[src/rtl/dtmr_pkg.sv]
package dtmr_pkg;
  localparam int BYTE_W = 8;
  localparam int LO13_W = 5;

  localparam logic [7:0] ADDR_CTRL = 8'h88;
  localparam logic [7:0] ADDR_MODE = 8'h89;
  localparam logic [7:0] ADDR_LO0  = 8'h8A;
  localparam logic [7:0] ADDR_LO1  = 8'h8B;
  localparam logic [7:0] ADDR_HI0  = 8'h8C;
  localparam logic [7:0] ADDR_HI1  = 8'h8D;

  // control register bit positions
  localparam int RUN0_BIT  = 4;
  localparam int FLAG0_BIT = 5;
  localparam int RUN1_BIT  = 6;
  localparam int FLAG1_BIT = 7;

  // mode nibble bit positions
  localparam int CT_BIT   = 2;
  localparam int GATE_BIT = 3;

  typedef enum logic [1:0] {
    MD_13     = 2'b00,
    MD_16     = 2'b01,
    MD_RELOAD = 2'b10,
    MD_SPLIT  = 2'b11
  } tmode_e;
endpackage

[src/rtl/dtmr_prescale.sv]
module dtmr_prescale #(
  parameter int DIV = 12
) (
  input  logic clk,
  input  logic rst,
  output logic tick
);
  localparam int CW = $clog2(DIV);

  logic [CW-1:0] cnt;

  assign tick = (cnt == CW'(DIV - 1));

  always_ff @(posedge clk) begin
    if (rst)       cnt <= '0;
    else if (tick) cnt <= '0;
    else           cnt <= cnt + 1'b1;
  end


  tick_spacing_chk: assert property (@(posedge clk) disable iff (rst)
    tick |=> !tick);
endmodule

[src/rtl/dtmr_pin_sync.sv]
module dtmr_pin_sync #(
  parameter int STAGES = 2
) (
  input  logic clk,
  input  logic rst,
  input  logic tick,
  input  logic cnt_in,
  input  logic gate_in,
  output logic fall,
  output logic gate_lvl
);
  logic [STAGES-1:0] csh;
  logic [STAGES-1:0] gsh;
  logic              last;

  always_ff @(posedge clk) begin
    if (rst) begin
      csh  <= '0;
      gsh  <= '0;
      last <= 1'b0;
    end else begin
      csh <= {csh[STAGES-2:0], cnt_in};
      gsh <= {gsh[STAGES-2:0], gate_in};
      if (tick) last <= csh[STAGES-1];
    end
  end

  assign fall     = tick & last & ~csh[STAGES-1];
  assign gate_lvl = gsh[STAGES-1];
endmodule

[src/rtl/dtmr_counter.sv]
module dtmr_counter
  import dtmr_pkg::*;
#(
  parameter bit SPLIT_OK = 1'b0
) (
  input  logic              clk,
  input  logic              rst,
  input  tmode_e            mode,
  input  logic              inc_lo,
  input  logic              inc_hi,
  input  logic              wr_lo,
  input  logic              wr_hi,
  input  logic [BYTE_W-1:0] wdata,
  output logic [BYTE_W-1:0] tl,
  output logic [BYTE_W-1:0] th,
  output logic              ovf_lo,
  output logic              ovf_hi
);
  localparam int W13 = BYTE_W + LO13_W;
  localparam int W16 = 2 * BYTE_W;

  logic [BYTE_W-1:0] tl_n, th_n;
  logic [W13-1:0]    v13;
  logic [W16-1:0]    v16;
  logic              blk;

  assign v13 = {th, tl[LO13_W-1:0]} + W13'(1);
  assign v16 = {th, tl} + W16'(1);
  assign blk = wr_lo | wr_hi;

  always_comb begin
    tl_n   = tl;
    th_n   = th;
    ovf_lo = 1'b0;
    ovf_hi = 1'b0;
    unique case (mode)
      MD_13: if (inc_lo && !blk) begin
        ovf_lo = &{th, tl[LO13_W-1:0]};
        tl_n   = {{(BYTE_W-LO13_W){1'b0}}, v13[LO13_W-1:0]};
        th_n   = v13[W13-1:LO13_W];
      end
      MD_16: if (inc_lo && !blk) begin
        ovf_lo = &{th, tl};
        {th_n, tl_n} = v16;
      end
      MD_RELOAD: if (inc_lo && !blk) begin
        ovf_lo = &tl;
        tl_n   = (&tl) ? th : tl + 1'b1;
      end
      MD_SPLIT: if (SPLIT_OK) begin
        if (inc_lo && !wr_lo) begin
          ovf_lo = &tl;
          tl_n   = tl + 1'b1;
        end
        if (inc_hi && !wr_hi) begin
          ovf_hi = &th;
          th_n   = th + 1'b1;
        end
      end
    endcase
    if (wr_lo) tl_n = (mode == MD_13) ? {{(BYTE_W-LO13_W){1'b0}}, wdata[LO13_W-1:0]} : wdata;
    if (wr_hi) th_n = wdata;
  end

  always_ff @(posedge clk) begin
    if (rst) begin
      tl <= '0;
      th <= '0;
    end else begin
      tl <= tl_n;
      th <= th_n;
    end
  end


  mode13_upper_zero_chk: assert property (@(posedge clk) disable iff (rst)
    (mode == MD_13 && inc_lo && !blk) |=> (tl[BYTE_W-1:LO13_W] == '0));


  reload_copy_chk: assert property (@(posedge clk) disable iff (rst)
    (mode == MD_RELOAD && inc_lo && tl == '1 && !blk) |=> (tl == $past(th)));


  stop_hold_chk: assert property (@(posedge clk) disable iff (rst)
    (SPLIT_OK == 1'b0 && mode == MD_SPLIT && !blk) |=> (tl == $past(tl) && th == $past(th)));
endmodule

[src/rtl/dual_tmr_unit.sv]
module dual_tmr_unit
  import dtmr_pkg::*;
#(
  parameter int PRESCALE    = 12,
  parameter int SYNC_STAGES = 2
) (
  input  logic       clk,
  input  logic       rst,
  input  logic       bus_wr,
  input  logic [7:0] bus_addr,
  input  logic [7:0] bus_wdata,
  output logic [7:0] bus_rdata,
  input  logic [1:0] cnt_pin,
  input  logic [1:0] gate_pin,
  output logic [1:0] ovf_flag
);
  localparam int NCH = 2;

  logic              tick;
  logic [7:0]        mode_r;
  logic [NCH-1:0]    run_r, flag_r;
  logic [NCH-1:0]    fall, gate_lvl, gate_ok, run_ok, inc_lo, inc_hi;
  logic [NCH-1:0]    wr_lo, wr_hi, ovl, ovh;
  logic [BYTE_W-1:0] tl_q [NCH];
  logic [BYTE_W-1:0] th_q [NCH];
  tmode_e            md [NCH];
  logic              split0, wr_ctrl, wr_mode;
  logic [NCH-1:0]    flag_set;

  dtmr_prescale #(.DIV(PRESCALE)) u_pre (.clk(clk), .rst(rst), .tick(tick));

  assign split0  = (md[0] == MD_SPLIT);
  assign wr_ctrl = bus_wr && (bus_addr == ADDR_CTRL);
  assign wr_mode = bus_wr && (bus_addr == ADDR_MODE);
  assign wr_lo   = {bus_wr && bus_addr == ADDR_LO1, bus_wr && bus_addr == ADDR_LO0};
  assign wr_hi   = {bus_wr && bus_addr == ADDR_HI1, bus_wr && bus_addr == ADDR_HI0};
  assign run_ok  = {split0 | run_r[1], run_r[0]};
  assign inc_hi  = {1'b0, split0 & run_r[1] & tick};

  for (genvar i = 0; i < NCH; i++) begin : g_ch
    assign md[i]      = tmode_e'(mode_r[4*i +: 2]);
    assign gate_ok[i] = ~mode_r[4*i + GATE_BIT] | gate_lvl[i];
    assign inc_lo[i]  = run_ok[i] & gate_ok[i] & (mode_r[4*i + CT_BIT] ? fall[i] : tick);

    dtmr_pin_sync #(.STAGES(SYNC_STAGES)) u_sync (
      .clk(clk), .rst(rst), .tick(tick),
      .cnt_in(cnt_pin[i]), .gate_in(gate_pin[i]),
      .fall(fall[i]), .gate_lvl(gate_lvl[i])
    );

    dtmr_counter #(.SPLIT_OK(i == 0)) u_cnt (
      .clk(clk), .rst(rst), .mode(md[i]),
      .inc_lo(inc_lo[i]), .inc_hi(inc_hi[i]),
      .wr_lo(wr_lo[i]), .wr_hi(wr_hi[i]), .wdata(bus_wdata),
      .tl(tl_q[i]), .th(th_q[i]), .ovf_lo(ovl[i]), .ovf_hi(ovh[i])
    );
  end

  assign flag_set = {split0 ? ovh[0] : ovl[1], ovl[0]};

  always_ff @(posedge clk) begin
    if (rst) begin
      mode_r    <= '0;
      run_r     <= '0;
      flag_r    <= '0;
      bus_rdata <= '0;
    end else begin
      if (wr_ctrl) begin
        run_r  <= {bus_wdata[RUN1_BIT], bus_wdata[RUN0_BIT]};
        flag_r <= {bus_wdata[FLAG1_BIT], bus_wdata[FLAG0_BIT]};
      end else begin
        flag_r <= flag_r | flag_set;
      end
      if (wr_mode) mode_r <= bus_wdata;
      unique case (bus_addr)
        ADDR_CTRL: bus_rdata <= {flag_r[1], run_r[1], flag_r[0], run_r[0], 4'b0000};
        ADDR_MODE: bus_rdata <= mode_r;
        ADDR_LO0:  bus_rdata <= tl_q[0];
        ADDR_LO1:  bus_rdata <= tl_q[1];
        ADDR_HI0:  bus_rdata <= th_q[0];
        ADDR_HI1:  bus_rdata <= th_q[1];
        default:   bus_rdata <= '0;
      endcase
    end
  end

  assign ovf_flag = flag_r;


  flag0_set_chk: assert property (@(posedge clk) disable iff (rst)
    (ovl[0] && !wr_ctrl) |=> ovf_flag[0]);


  run0_stop_chk: assert property (@(posedge clk) disable iff (rst)
    (!run_r[0] && !wr_lo[0]) |=> (tl_q[0] == $past(tl_q[0])));
endmodule

[config.mk]
export PLATFORM = sky130hd
export DESIGN_NAME = dual_tmr_unit
export DESIGN_NICKNAME = d
export VERILOG_FILES = /design/src/rtl/dtmr_pkg.sv /design/src/rtl/dtmr_prescale.sv /design/src/rtl/dtmr_pin_sync.sv /design/src/rtl/dtmr_counter.sv /design/src/rtl/dual_tmr_unit.sv
export SDC_FILE = /design/constraint.sdc
export NUM_CORES = 1
export LEC_CHECK = 0
export CAP_MARGIN = 10
export CORE_MARGIN = 4
export CORE_UTILIZATION = 55
export DETAILED_ROUTE_END_ITERATION = 12
export DONT_BUFFER_PORTS = 1
export PLACE_DENSITY = 0.7
export SYNTH_ARGS = -nofsm -noshare
export SYNTH_HDL_FRONTEND = slang
export SYNTH_SLANG_ARGS = --single-unit
export TNS_END_PERCENT = 5
[constraint.sdc]
create_clock -name clk -period 6.04 [get_ports clk]
set_input_delay 1.208 -clock clk [delete_from_list [all_inputs] [get_ports clk]]
set_output_delay 1.208 -clock clk [all_outputs]
set_load 0.1 [all_outputs]
==> parameters.txt, run 1 <==
Parameter                              Value

Global routing
  Final global-route overflow total    0
  Global-route wire length before repair    19,200 um
  Met3 capacity usage during global routing    6.44%
  Busiest grt layer    met2
  Initial antenna violation count    0
  GR Util met1    39.6%
  GR Layer Usage met2    42.2%
  Total GRT Usage    28.2%
  Pin count of the biggest net entering global routing    61
  Vias in the first global route    3,596

Synth
  Cells taking the most area after synthesis    sky130_fd_sc_hd__dfxtp_1 33%, sky130_fd_sc_hd__nand2_1 3.8%, sky130_fd_sc_hd__a21oi_1 3.7%
  Primary FF master, synth    sky130_fd_sc_hd__dfxtp_1
  Yosys warnings    0
  #FFs+latches synth    66
  Cell accounting for the most synthesized area    sky130_fd_sc_hd__dfxtp_1
  Net count of the mapped netlist    532
  Area share of the largest cell type after synthesis    32.8%
  Count of mapped cells out of synthesis    499
  Cell Area, Synth    4030 um^2
  Most used standard cells in the synthesized netlist    66 x sky130_fd_sc_hd__dfxtp_1, 41 x sky130_fd_sc_hd__nand2_1, 40 x sky130_fd_sc_hd__nor2_1
  Most numerous cell in the Yosys netlist    sky130_fd_sc_hd__dfxtp_1
  Avg Cell Area, Syn    8.07 um^2
  Number of synthesized flops with an enable pin    0
  Unique cell type count in the Yosys netlist    67
  Share of the yosys chip area belonging to registers    32.8%
  Synth async-reset ratio    0%

Die
  Floorplan core area    6940 um^2
  Starting density of the core    58.0%
  Full die area    8750 um^2
  Y dimension of the die    93.6 um
  Width of the die    93.6 um
  Boundary pin count    33
  Site Rows    30

Cells and area
  Fill cell instance count of the final layout    641
  Share of final-layout standard cells stronger than drive strength 1    8.04%
  Number of inserted diodes    0
  Area delta synth->final    5.00%
  Post-layout utilization of the core    60.9%
  Final Net Count    513

Setup path
  Endpoint kind of the worst setup timing path    register
  Crit path max fanout    18
  Logic depth of the worst setup path including buffers    5
  R2R Path End    g_ch[1].u_cnt.th[7]$_SDFFE_PP0P_
  Worst R2R Start    mode_r[1]$_SDFFE_PP0P_
  Worst path slowest cell    sky130_fd_sc_hd__nor4b_1
  Category of the most critical setup path    in2reg
  Internal reg-to-reg setup slack    3.55 ns
  Data required time at the worst endpoint    6.28 ns
  Top delay family on crit path    simple AND/OR/NAND/NOR gates
  Capturing instance or port of the critical path    g_ch[1].u_cnt.tl[2]$_SDFFE_PP0P_
  Data arrival time at the worst-slack endpoint    3.94 ns
  Crit-path cells    nor4b_1 > nand3_1 > and4_1 > a21oi_2 > mux2_2
  Cell count of the worst reg-to-reg path    5
  Worst setup path startpoint    bus_addr[5]
  Crit start category    primary input
  Total buffers and inverters traversed by the critical path    0
  Crit-path max cell delay    0.85 ns

Clocking
  Number of buffers inserted by post-CTS setup repair    0
  Post-CTS clock slew at the launch and capture registers of the worst setup and hold paths    0.08 ns
  Maximum level of the CTS H-tree    3
  Post-CTS Hold Fix Bufs    0
  Buffer type at the clock tree root    sky130_fd_sc_hd__clkbuf_8
  TritonCTS Buffers    9
  Sink Count    66
  Max Root-Sink Buffers    2
  Worst skew pair latency    0.35 ns
  CTS resizes    0
  CTS tree    done

Routing
  Wire length after detailed routing    12,300 um
  Number of DRC violations after detailed routing    0
  Per-cell via count in the routed design    7.01
  Count of nets left with antenna violations after detail routing    0
  Detailed-routing iteration count for the pre-antenna-repair pass    6
  Wire length per cell    21.2 um
  Routed vias    4,072
  Count of routing violations after the opening detailed-route iteration    513

Hold path
  Cell count of the worst hold path    1
  Type of the worst min-delay path    reg2reg

Power and ir drop
  Leakage power figure    1.37 nW
  P per Cell Area    200 nW/um^2
  Largest vdd supply drop    0.172 mV

STA
  Shortest period the worst path allows    3.70 ns
  Transition time at the pin with the least slew margin    1.06 ns
  Worst slew slack as a fraction of its limit    29.0%
  Number of hold-slack violations in the final timing report    0
  Post-route setup TNS    0 ns
  Final setup vio count    0
  RSZ-0062 raised after global routing    no
  Highest attainable clock frequency    270 MHz
  Number of max-slew violations in the final report    0
  Portion of the clock cycle consumed by the worst path in the final layout    61.2%
  Clock Skew    0.0114 ns

Place
  Buffers added on ports    0
  Placer congestion estimate    0.935
  Estimated wirelength of the detail-placed design    8700 um

Job
  Count of max-cap constraint violations    0

Status
  Status    completed
## layout make-up
class	instances	area [um^2]	area share (%)
inverter	17	63.8	1.51
clock buffer	9	124	2.93
tap	96	120	2.84
timing repair buffer	1	7.51	0.178
clock inverter	7	77.6	1.83
sequential	66	1320	31.3
multi-input combinational	385	2510	59.5
## worst reg2reg max path, delay by kind of cell, from the launching register on
kind | cells | cell delay, ns
AOI/OAI and AO/OA | 3 | 0.83
and+or+nand+nor | 2 | 0.86
DFF | 1 | 0.71
## worst min path at each step
stage	slack, ns	end	start
4_1_cts	0.45	g_ch[0].u_sync.gsh[1]$_SDFF_PP0_	g_ch[0].u_sync.gsh[0]$_SDFF_PP0_
2_1_floorplan	0.41	g_ch[0].u_sync.csh[1]$_SDFF_PP0_	g_ch[0].u_sync.csh[0]$_SDFF_PP0_
3_3_place_gp	0.42	g_ch[0].u_sync.gsh[1]$_SDFF_PP0_	g_ch[0].u_sync.gsh[0]$_SDFF_PP0_
6_report	0.44	g_ch[0].u_sync.gsh[1]$_SDFF_PP0_	g_ch[0].u_sync.gsh[0]$_SDFF_PP0_
3_5_place_dp	0.43	g_ch[0].u_sync.gsh[1]$_SDFF_PP0_	g_ch[0].u_sync.gsh[0]$_SDFF_PP0_
5_1_grt	0.45	g_ch[0].u_sync.csh[1]$_SDFF_PP0_	g_ch[0].u_sync.csh[0]$_SDFF_PP0_
## per-layer routing
metal | wire length [um] | vias up
met5 | 0 | -
met4 | 266 | 0
met3 | 1390 | 30
met2 | 5450 | 249
met1 | 5200 | 1909
li1 | - | 1884
## per-stage QoR
stage	hold WS, ns	area (um^2)	cells	total power [mW]	setup WS (ns)
5_1_grt	0.455	4230	581	0.869	2.20
6_report	0.444	4230	581	0.846	2.34
2_1_floorplan	0.414	4030	499	0.473	2.68
3_5_place_dp	0.427	4030	565	0.468	2.10
3_3_place_gp	0.420	4030	565	0.467	2.10
4_1_cts	0.447	4230	581	0.849	2.45
## cell usage in the layout, fill, tap and decap left out, drive strengths merged, types with 3 or more instances in the layout
cell type | netlist | routed
or4 | 4 | 4
o2111ai | 6 | 6
o31ai | 4 | 4
mux2 | 7 | 7
nand2b | 3 | 3
nor2 | 40 | 40
clkinv | 1 | 4
nand2 | 41 | 41
and4 | 8 | 8
xnor2 | 4 | 4
nor4b | 3 | 3
nand4 | 8 | 8
a211oi | 10 | 10
a311oi | 16 | 16
nor2b | 15 | 15
a21oi | 31 | 31
a221oi | 4 | 4
a32oi | 4 | 4
and2 | 6 | 6
a22oi | 14 | 14
clkbuf | 25 | 9
and3 | 17 | 17
a31oi | 11 | 11
o31a | 3 | 3
mux2i | 4 | 4
nor3 | 15 | 15
a2111oi | 6 | 6
nand3 | 21 | 21
nor4 | 3 | 3
o21ai | 21 | 21
or3 | 9 | 9
o41ai | 6 | 6
inv | 16 | 18
a222oi | 4 | 4
dfxtp | 66 | 66
ha | 10 | 10
## flip-flops by register name (all words and copies together) (netlist names)
name	count
u_pre.cnt	4
g_ch.u_cnt.th	16
run_r	2
ovf_flag	2
g_ch.u_sync.csh	4
mode_r	8
g_ch.u_cnt.tl	16
g_ch.u_sync.gsh	4
g_ch.u_sync.last	2
bus_rdata	8
## cells by family after synthesis
group | after synthesis | synth area share, %
compound gates | 154 | 27.8
buf+inv | 48 | 4.75
xor+xnor | 6 | 1.31
simple gates | 204 | 27.3
fa+ha+maj | 10 | 3.11
flops | 66 | 32.8
mux | 11 | 2.95
## report_power, final
group	leakage (nW)	total, mW	switching (mW)	internal (mW)
Sequential	0.534	0.442	0.00306	0.439
Combinational	0.740	0.0154	0.00801	0.00736
Clock	0.100	0.389	0.194	0.194
Total	1.37	0.846	0.205	0.641
No activity file was read; power rests on OpenSTA's default activity.
==> inputs of run 2 (changes only) <==
- ABC_AREA: default -> 1
- PLACE_DENSITY: 0.7 -> 0.73
- clock period: 6.04 -> 3.23 ns (I/O delays scaled with it)
==> parameters.txt, run 2 <==
Parameter                              Value

Status
  Status    completed

Cells and area
  Most common cell after layout, fill and taps aside    sky130_fd_sc_hd__nand2_1
  Most frequent cells in the layout    186 x sky130_fd_sc_hd__nand2_1, 108 x sky130_fd_sc_hd__nor2_1, 88 x sky130_fd_sc_hd__inv_1, 67 x sky130_fd_sc_hd__nand3_1, 66 x sky130_fd_sc_hd__dfxtp_1
  Post-route cell area    5050 um^2 (+19%)
  Largest registers in the final layout    g_ch.u_cnt.th: 16 flops, g_ch.u_cnt.tl: 16 flops
  Area of combinational cells with multiple inputs    2960 um^2 (+18%)
  Final Net Count    799 (+56%)
  Area delta synth->final    6.27%
  Share of final-layout standard cells stronger than drive strength 1    8.17% (+0.13 points)
  Register area    1320 um^2 (unchanged)
  Fill cell instance count of the final layout    839 (+31%)

Power and ir drop
  Power share of the combinational group    2.6% (+0.8 points)
  Share of power burned in registers    45.5% (-6.8 points)
  Final Power    1.82 mW (+110%)
  Leakage power figure    2.16 nW (+57%)
  Largest vdd supply drop    0.181 mV (+5.0%)
  P per Cell Area    360 nW/um^2 (+80%)
  Relative contribution of the clock network to total power    51.9% (+6.0 points)
  Switching power summed over all nets    387 uW (+88%)
  Switching portion of total power    21.3% (-3.0 points)
  Internal Pwr Total    1.43 mW (+120%)

Clocking
  Post-CTS Hold Fix Bufs    0 (unchanged)
  TritonCTS Buffers    9 (unchanged)
  CTS tree    done
  Worst skew pair latency    0.35 ns (about the same)
  CTS resizes    0 (unchanged)
  Number of buffers inserted by post-CTS setup repair    0 (unchanged)
  Max Root-Sink Buffers    2 (unchanged)
  Buffer type at the clock tree root    sky130_fd_sc_hd__clkbuf_8
  Maximum level of the CTS H-tree    3 (unchanged)
  Post-CTS clock slew at the launch and capture registers of the worst setup and hold paths    0.08 ns (about the same)
  Sink Count    66 (unchanged)

Synth
  Fraction of the mapped netlist area in adder cells    2.64% (-0.47 points)
  Net count of the mapped netlist    805 (+51%)
  Cell Area, Synth    4750 um^2 (+18%)
  Area fraction in and, or, nand and nor cells after synthesis    40.7% (+13 points)
  Number of synthesized flops with an enable pin    0 (unchanged)
  Yosys warnings    0 (unchanged)
  Avg Cell Area, Syn    6.15 um^2 (-24%)
  Portion of netlist area occupied by mux cells    0% (-3.0 points)
  Synth async-reset ratio    0% (unchanged)
  Most used standard cells in the synthesized netlist    186 x sky130_fd_sc_hd__nand2_1, 108 x sky130_fd_sc_hd__nor2_1, 88 x sky130_fd_sc_hd__inv_1
  Primary FF master, synth    sky130_fd_sc_hd__dfxtp_1
  Most numerous cell in the Yosys netlist    sky130_fd_sc_hd__nand2_1
  Area fraction in compound gates after synthesis    17.4% (-10 points)
  #FFs+latches synth    66 (unchanged)
  Count of mapped cells out of synthesis    772 (+55%)
  Cell accounting for the most synthesized area    sky130_fd_sc_hd__dfxtp_1
  Share of the yosys chip area belonging to registers    27.8% (-5.0 points)
  Cells taking the most area after synthesis    sky130_fd_sc_hd__dfxtp_1 28%, sky130_fd_sc_hd__nand2_1 15%, sky130_fd_sc_hd__nor2_1 8.5%
  Dominant combinational cell family by area after synthesis    simple AND/OR/NAND/NOR gates
  Area share of the largest cell type after synthesis    27.8% (-5.0 points)
  Unique cell type count in the Yosys netlist    43 (-36%)
  Area share of xor/xnor cells in the synthesized design    1.66% (+0.35 points)

Die
  Starting density of the core    57.2% (-0.77 points)
  Y dimension of the die    101 um (+7.9%)
  Site Rows    33 (+10%)
  Width of the die    101 um (+7.9%)
  Boundary pin count    33 (unchanged)
  Full die area    10,200 um^2 (+16%)
  Floorplan core area    8300 um^2 (+20%)

Routing
  Detailed-routing iteration count for the pre-antenna-repair pass    5 (-1)
  Wire length after detailed routing    15,000 um (+22%)
  Count of routing violations after the opening detailed-route iteration    373 (-27%)
  Wire length per cell    17.1 um (-19%)
  Count of nets left with antenna violations after detail routing    0 (unchanged)
  Number of DRC violations after detailed routing    0 (unchanged)
  Per-cell via count in the routed design    5.95 (-15%)
  Routed vias    5,214 (+28%)

Setup path
  Category of the most critical setup path    reg2reg
  Crit path max fanout    13 (-5)
  Endpoint kind of the worst setup timing path    register
  Data required time at the worst endpoint    3.47 ns (-2.81 ns)
  Crit start category    register
  Data arrival time at the worst-slack endpoint    2.49 ns (-1.45 ns)

Global routing
  Initial antenna violation count    0 (unchanged)
  Total GRT Usage    30.5% (+2.3 points)
  Global-route wire length before repair    24,600 um (+28%)
  Final global-route overflow total    0 (unchanged)
  Vias in the first global route    4,962 (+38%)
  Pin count of the biggest net entering global routing    36 (-41%)

STA
  Shortest period the worst path allows    2.24 ns
  Worst slew slack as a fraction of its limit    29.2% (+0.12 points)
  Transition time at the pin with the least slew margin    1.06 ns (-0.00184 ns)
  Number of hold-slack violations in the final timing report    0 (unchanged)
  Post-route setup TNS    0 ns (unchanged)
  RSZ-0062 raised after global routing    no
  Portion of the clock cycle consumed by the worst path in the final layout    69.5%
  Clock Skew    0.00705 ns (-0.00439 ns)
  Highest attainable clock frequency    446 MHz
  Final setup vio count    0 (unchanged)
  Worst slack on hold paths    0.357 ns (-0.0874 ns)
  Number of max-slew violations in the final report    0 (unchanged)

Hold path
  Type of the worst min-delay path    in2reg

Place
  Buffers added on ports    0 (unchanged)
  Estimated wirelength of the detail-placed design    11,400 um (+30%)
  Placer congestion estimate    0.971 (+3.8%)
  Post-Place Cell Area    4780 um^2 (+19%)

Job
  Count of max-cap constraint violations    0 (unchanged)
[run 2: stage by stage]
step,worst slack [ns],util (%),std cells
after global placement,0.852,57.6,860
after global routing,0.729,60.8,876
after detailed placement,0.790,57.6,860
after CTS,1.02,60.8,876
after floorplan,1.45,-,772
final,0.986,60.8,877
[run 2: power groups by stage]
stage	Sequential [mW]	Combinational, mW	Clock, mW
floorplan	0.844	0.0406	0
global placement	0.846	0.0433	0
detailed placement	0.846	0.0457	0
CTS	0.827	0.0459	0.948
global route	0.828	0.0523	0.985
finish	0.827	0.0465	0.944
[run 2: worst paths after layout]
check | slack, ns | cells past startpoint | from | end
worst min register to register | 0.40 | 2 | g_ch[0].u_sync.gsh[0]$_SDFF_PP0_ | g_ch[0].u_sync.gsh[1]$_SDFF_PP0_
worst min-delay path | 0.36 | 1 | rst | g_ch[0].u_cnt.th[7]$_SDFFE_PP0P_
worst max-delay path | 0.99 | 10 | u_pre.cnt[0]$_SDFF_PP0_ | g_ch[0].u_cnt.tl[1]$_SDFFE_PP0P_
worst max register to register | 0.99 | 10 | u_pre.cnt[0]$_SDFF_PP0_ | g_ch[0].u_cnt.tl[1]$_SDFFE_PP0P_
[run 2: critical path: stages (launching register included)]
cell and delay, ns:
sky130_fd_sc_hd__dfxtp_1 0.35, sky130_fd_sc_hd__ha_1 0.18, sky130_fd_sc_hd__nand2_1 0.09, sky130_fd_sc_hd__nor2_2 0.19, sky130_fd_sc_hd__nand2_1 0.09, sky130_fd_sc_hd__nor2_1 0.16
sky130_fd_sc_hd__nand2_1 0.19, sky130_fd_sc_hd__o21ai_2 0.48, sky130_fd_sc_hd__o21ai_0 0.16, sky130_fd_sc_hd__nor2_1 0.18, sky130_fd_sc_hd__nor2_1 0.07
[run 2: routing by layer]
layer  GRT usage (%)  routed length (um)  vias to the layer above
met1            35.3                5870                     2382
met3            7.61                1190                       73
met4            16.4                 829                        0
met5               0                   0                        -
li1                -                   -                     2511
met2            51.6                7090                      248
[run 2: cell families after synthesis]
| kind of cell | count (synthesis) |
|---|---|
| simple gates | 423 |
| compound gates | 151 |
| buf+inv | 113 |
| flops | 66 |
| fa+ha+maj | 10 |
| xor+xnor | 9 |
[run 2: cell type report]
cell class / count / area share [%]
Antenna cell: 1 / 0.0496
Multi-Input combinational cell: 593 / 58.7
Sequential cell: 66 / 26.2
Inverter: 96 / 7.17
Clock inverter: 6 / 2.73
Tap cell: 105 / 2.60
Clock buffer: 10 / 2.53
